[config.mk]
export PLATFORM = sky130hd
export DESIGN_NAME = pixel_serializer
export DESIGN_NICKNAME = d
export VERILOG_FILES = /design/src/rtl/pser_pkg.sv /design/src/rtl/pser_decode.sv /design/src/rtl/pser_pacer.sv /design/src/rtl/pixel_serializer.sv
export SDC_FILE = /design/constraint.sdc
export NUM_CORES = 1
export LEC_CHECK = 0
export BUFFER_PORTS_ARGS = -buffer_cell sky130_fd_sc_hd__clkbuf_2
export CAP_MARGIN = 10
export CORE_MARGIN = 2
export CORE_UTILIZATION = 40
export DETAILED_ROUTE_END_ITERATION = 10
export PLACE_DENSITY = 0.73
export SYNTH_ARGS = -nofsm -noshare
export SYNTH_HDL_FRONTEND = slang
export SYNTH_HIERARCHICAL = 1
export SYNTH_SLANG_ARGS = --single-unit
export TNS_END_PERCENT = 100
[constraint.sdc]
create_clock -name clk -period 1.5 [get_ports clk]
set_input_delay 0.075 -clock clk [delete_from_list [all_inputs] [get_ports clk]]
set_output_delay 0.075 -clock clk [all_outputs]
set_load 0.005 [all_outputs]
[src/rtl/pser_pkg.sv]
package pser_pkg;
  localparam int BYTE_W = 8;
  localparam int IDX_W  = $clog2(BYTE_W);

  typedef enum logic [1:0] {
    DEP_1 = 2'd0,
    DEP_2 = 2'd1,
    DEP_4 = 2'd2,
    DEP_4ALT = 2'd3
  } depth_e;

  // colour index bit n drives rgb bit n (red, green, blue)
  function automatic logic [2:0] idx_to_rgb(input logic [3:0] ci);
    return ci[2:0];
  endfunction
endpackage

[src/rtl/pser_decode.sv]
module pser_decode
  import pser_pkg::*;
(
  input  logic [BYTE_W-1:0] src,
  input  logic [1:0]        depth,
  input  logic [IDX_W-1:0]  idx,
  output logic [3:0]        ci
);
  logic       ci1;
  logic [1:0] ci2;
  logic [3:0] ci4;
  logic [1:0] i2;
  logic       i1;

  assign i2 = idx[1:0];
  assign i1 = idx[0];

  // 1 bpp: bit 7-i
  assign ci1 = src[~idx];
  // 2 bpp: upper from 7-i, lower from 3-i
  assign ci2 = {src[{1'b1, ~i2}], src[{1'b0, ~i2}]};

  // 4 bpp: index bit k comes from byte bit 2k+1-i
  for (genvar k = 0; k < 4; k++) begin : g_quad
    localparam logic [1:0] KSEL = k[1:0];
    assign ci4[k] = src[{KSEL, ~i1}];
  end

  always_comb begin
    case (depth_e'(depth))
      DEP_1:   ci = {3'b000, ci1};
      DEP_2:   ci = {2'b00, ci2};
      default: ci = ci4;
    endcase
  end
endmodule

[src/rtl/pser_pacer.sv]
module pser_pacer
  import pser_pkg::*;
#(
  parameter int X_W = 10
) (
  input  logic              clk,
  input  logic              rst_n,
  input  logic              phase0,
  input  logic              in_valid,
  input  logic [BYTE_W-1:0] in_byte,
  input  logic              hold,
  input  logic [X_W-1:0]    beam_x,
  input  logic [1:0]        scale_sel,
  output logic              in_ready,
  output logic              active,
  output logic [IDX_W-1:0]  idx,
  output logic [BYTE_W-1:0] held
);
  localparam int BURST_LOG = 3;

  logic       load;
  logic [1:0] step_mask;
  logic       step_hit;
  logic       end_hit;

  assign in_ready = phase0 & ~active;
  assign load     = in_ready & in_valid;

  always_comb begin
    case (scale_sel)
      2'd0:    step_mask = 2'b00;
      2'd1:    step_mask = 2'b01;
      default: step_mask = 2'b11;
    endcase
  end

  assign step_hit = (beam_x[1:0] & step_mask) == step_mask;
  assign end_hit  = &beam_x[BURST_LOG-1:0];

  always_ff @(posedge clk) begin
    if (!rst_n) begin
      active <= 1'b0;
      idx    <= '0;
      held   <= '0;
    end else if (load) begin
      active <= 1'b1;
      idx    <= '0;
      held   <= in_byte;
    end else if (active && !hold) begin
      if (end_hit)  active <= 1'b0;
      if (step_hit) idx    <= idx + 1'b1;
    end
  end


  load_starts_burst_chk: assert property (@(posedge clk) disable iff (!rst_n)
    load |=> (active && idx == '0));


  burst_end_chk: assert property (@(posedge clk) disable iff (!rst_n)
    (active && !hold && end_hit) |=> !active);


  gap_freeze_chk: assert property (@(posedge clk) disable iff (!rst_n)
    (active && hold && !phase0) |=> (active && $stable(idx)));


  no_take_chk: assert property (@(posedge clk) disable iff (!rst_n)
    (in_valid && !in_ready) |=> $stable(held));


  step_chk: assert property (@(posedge clk) disable iff (!rst_n)
    (active && !hold && !step_hit) |=> $stable(idx));
endmodule

[src/rtl/pixel_serializer.sv]
module pixel_serializer
  import pser_pkg::*;
#(
  parameter int X_W = 10
) (
  input  logic              clk,
  input  logic              rst_n,
  input  logic [BYTE_W-1:0] pix_byte,
  input  logic              byte_valid,
  output logic              byte_ready,
  input  logic [1:0]        depth_sel,
  input  logic [1:0]        scale_sel,
  input  logic              phase0,
  input  logic [X_W-1:0]    beam_x,
  input  logic              row_gap,
  output logic [2:0]        rgb
);
  logic              active;
  logic [IDX_W-1:0]  idx;
  logic [BYTE_W-1:0] held;
  logic [3:0]        ci;

  pser_pacer #(.X_W(X_W)) u_pacer (
    .clk      (clk),
    .rst_n    (rst_n),
    .phase0   (phase0),
    .in_valid (byte_valid),
    .in_byte  (pix_byte),
    .hold     (row_gap),
    .beam_x   (beam_x),
    .scale_sel(scale_sel),
    .in_ready (byte_ready),
    .active   (active),
    .idx      (idx),
    .held     (held)
  );

  pser_decode u_decode (
    .src  (held),
    .depth(depth_sel),
    .idx  (idx),
    .ci   (ci)
  );

  assign rgb = (active && !row_gap) ? idx_to_rgb(ci) : 3'b000;


  idle_black_chk: assert property (@(posedge clk) disable iff (!rst_n)
    (!active && !(byte_valid && byte_ready)) |=> (rgb == 3'b000));
endmodule

==> impl_metrics.ini <==
[outcome]
status = complete, but fails checks
failed_checks = negative setup slack

[global_routing]
grt_overflow = 0
grt_usage = 0.165
grt_pass1_wl_um = 2300
antenna_found_initial = 0
grt_max_degree = 11
grt_pass1_vias = 574

[timing]
rsz0062_at_grt = yes
tightest_slew_ps = 400
max_slew_margin = 0.732
setup_slack_ps = -315
timing.hold.ws_ps = 63.3
clock.fmax_mhz = 551
min_period_over_period = 1.21
slew_violations = 0
hold_viol = 0
fin_skew_ps = 4.62
setup_tns_ps = -483
post-route-min-period_ps = 1820
setup_viol = 3

[power_and_ir_drop]
powerDensity_nw_per_um2 = 816
ir_drop_mv = 0.556
p_leak_nw = 0.421
total_power_mw = 0.703

[floorplanning]
die_x_um = 44.4
chipHeight_um = 44.4
num_rows = 14
core_um2 = 1520
ios = 31
initial_core_util = 0.428
dieArea_um2 = 1970

[routing]
drt_iter0_markers = 15
firstDrtPassIters = 4
remaining_drc_errors = 0
num_vias = 595
viasPerCell = 5.27
wl_per_cell_um = 12.2
wl_um = 1380
ant_nets = 0

[setup_path]
crit_buf_inv = 1
path_depth = 5
slowest_delay_ps = 520
ff2ff_setup_slack_ps = 30
endpoint_kind = output pin
cp-start-kind = flop
critPathArrivalTime_ps = 1740
cp-endpoint = rgb[0]
crit_path_start = u_pacer/idx[0]$_SDFFE_PP0P_
crit_fanout = 2
cp_slowest_cell = mux4_2
r2r-start = u_pacer/idx[0]$_SDFFE_PP0P_
crit_chain = mux4_2 > o32ai_2 > a21oi_1 > and3b_1 > clkbuf_2
r2r_cells = 5
path_delay_family = multiplexers
crit_required_ps = 1420
timing.rr.end = u_pacer/idx[1]$_SDFFE_PP0P_
criticalPathCategory = flop to output pin

[clocking]
clock-sinks = 12
numCtsBuffers = 3
cts_root_buf = clkbuf_4
hold_buffers = 0
clk_pin_slew_worst_paths_ps = 80
htreeDepth = 1
clock_path_buffers = 2
cts_tree = done
clock_latency_ps = 270

[hold_path]
hp-class = primary input to flop

[place]
post-place-ws_ps = -47.4
gp_congestion = 0.766
port_buffers = 23
hpwl_um = 1090
placed_cell_area_um2 = 807
place_inst = 108

[logic_synthesis]
syn_avg_cell_area_um2 = 9.88
netlist_instances = 66
synth_nets = 94
yosysWarnings = 6
syn-cell-area_um2 = 652

[final_layout]
fin_util = 0.565
antenna_cells = 0
drive_gt1_frac = 0.392
fin_area_um2 = 861
nets = 126
fin_cells = 113
area_delta_synth_final_pct = 32.1

[job]
drv_cap = 0
-- worst register-to-register path: cells and delay by family (launching register included) --
kind,cells,cell delay [ps]
buf+inv,2,260
simple gates,1,340
compound gates,1,170
flops,1,350
fa+ha+maj,1,260
-- what timing repair did --
item / in CTS / in global routing
setup endpoints to repair: 2 / 3
resized for setup: 4 / 0
cloned: 0 / 0
buffers inserted: 2 / 0
pin swaps: 3 / 0
-- registers in the layout, summed over array words and instances (netlist names) --
register        count
u_pacer/active      1
u_pacer/held        8
u_pacer/idx         3
-- where the power goes --
| part | switching, mW | internal, mW | leakage [nW] |
|---|---|---|---|
| registers | 0.00949 | 0.330 | 0.0986 |
| logic | 0.0463 | 0.0597 | 0.302 |
| clock network | 0.109 | 0.147 | 0.0210 |
-- cell type report --
| cell class | count | area (µm²) |
|---|---|---|
| clock buffer | 4 | 36.3 |
| fill | 152 | 663 |
| inverter | 1 | 3.75 |
| multi-input combinational | 52 | 400 |
| sequential | 12 | 244 |
| tap | 16 | 20.0 |
| timing repair buffer | 28 | 156 |
-- worst min path at each step --
stage,start,endpoint,cells past startpoint,slack [ps]
2_1_floorplan,rst_n,u_pacer/held[0]$_SDFFE_PN0P_,1,200
3_3_place_gp,pix_byte[4],u_pacer/held[4]$_SDFFE_PN0P_,3,330
3_5_place_dp,pix_byte[6],u_pacer/held[6]$_SDFFE_PN0P_,3,340
4_1_cts,pix_byte[1],u_pacer/held[1]$_SDFFE_PN0P_,3,50
5_1_grt,pix_byte[1],u_pacer/held[1]$_SDFFE_PN0P_,3,80
6_report,pix_byte[0],u_pacer/held[0]$_SDFFE_PN0P_,3,60
-- metal layers --
metal,wire length [µm],share of wire,GRT usage,vias up
met4,15,0.011,0.109,0
met2,676,0.49,0.268,18
li1,-,-,-,303
met3,67,0.049,0.0367,2
met5,0,0,0,-
met1,615,0.45,0.195,272
-- cell usage in the layout (no fill, tap or decap), drive strengths merged, types with 2 or more instances in the layout --
cell type	instances
and3b	3
or3	2
mux2i	9
buf	5
clkbuf	27
a21oi	4
nor2b	10
dfxtp	12
nand2	5
o21ai	5
Note: power is estimated with default switching activity, not from simulation.
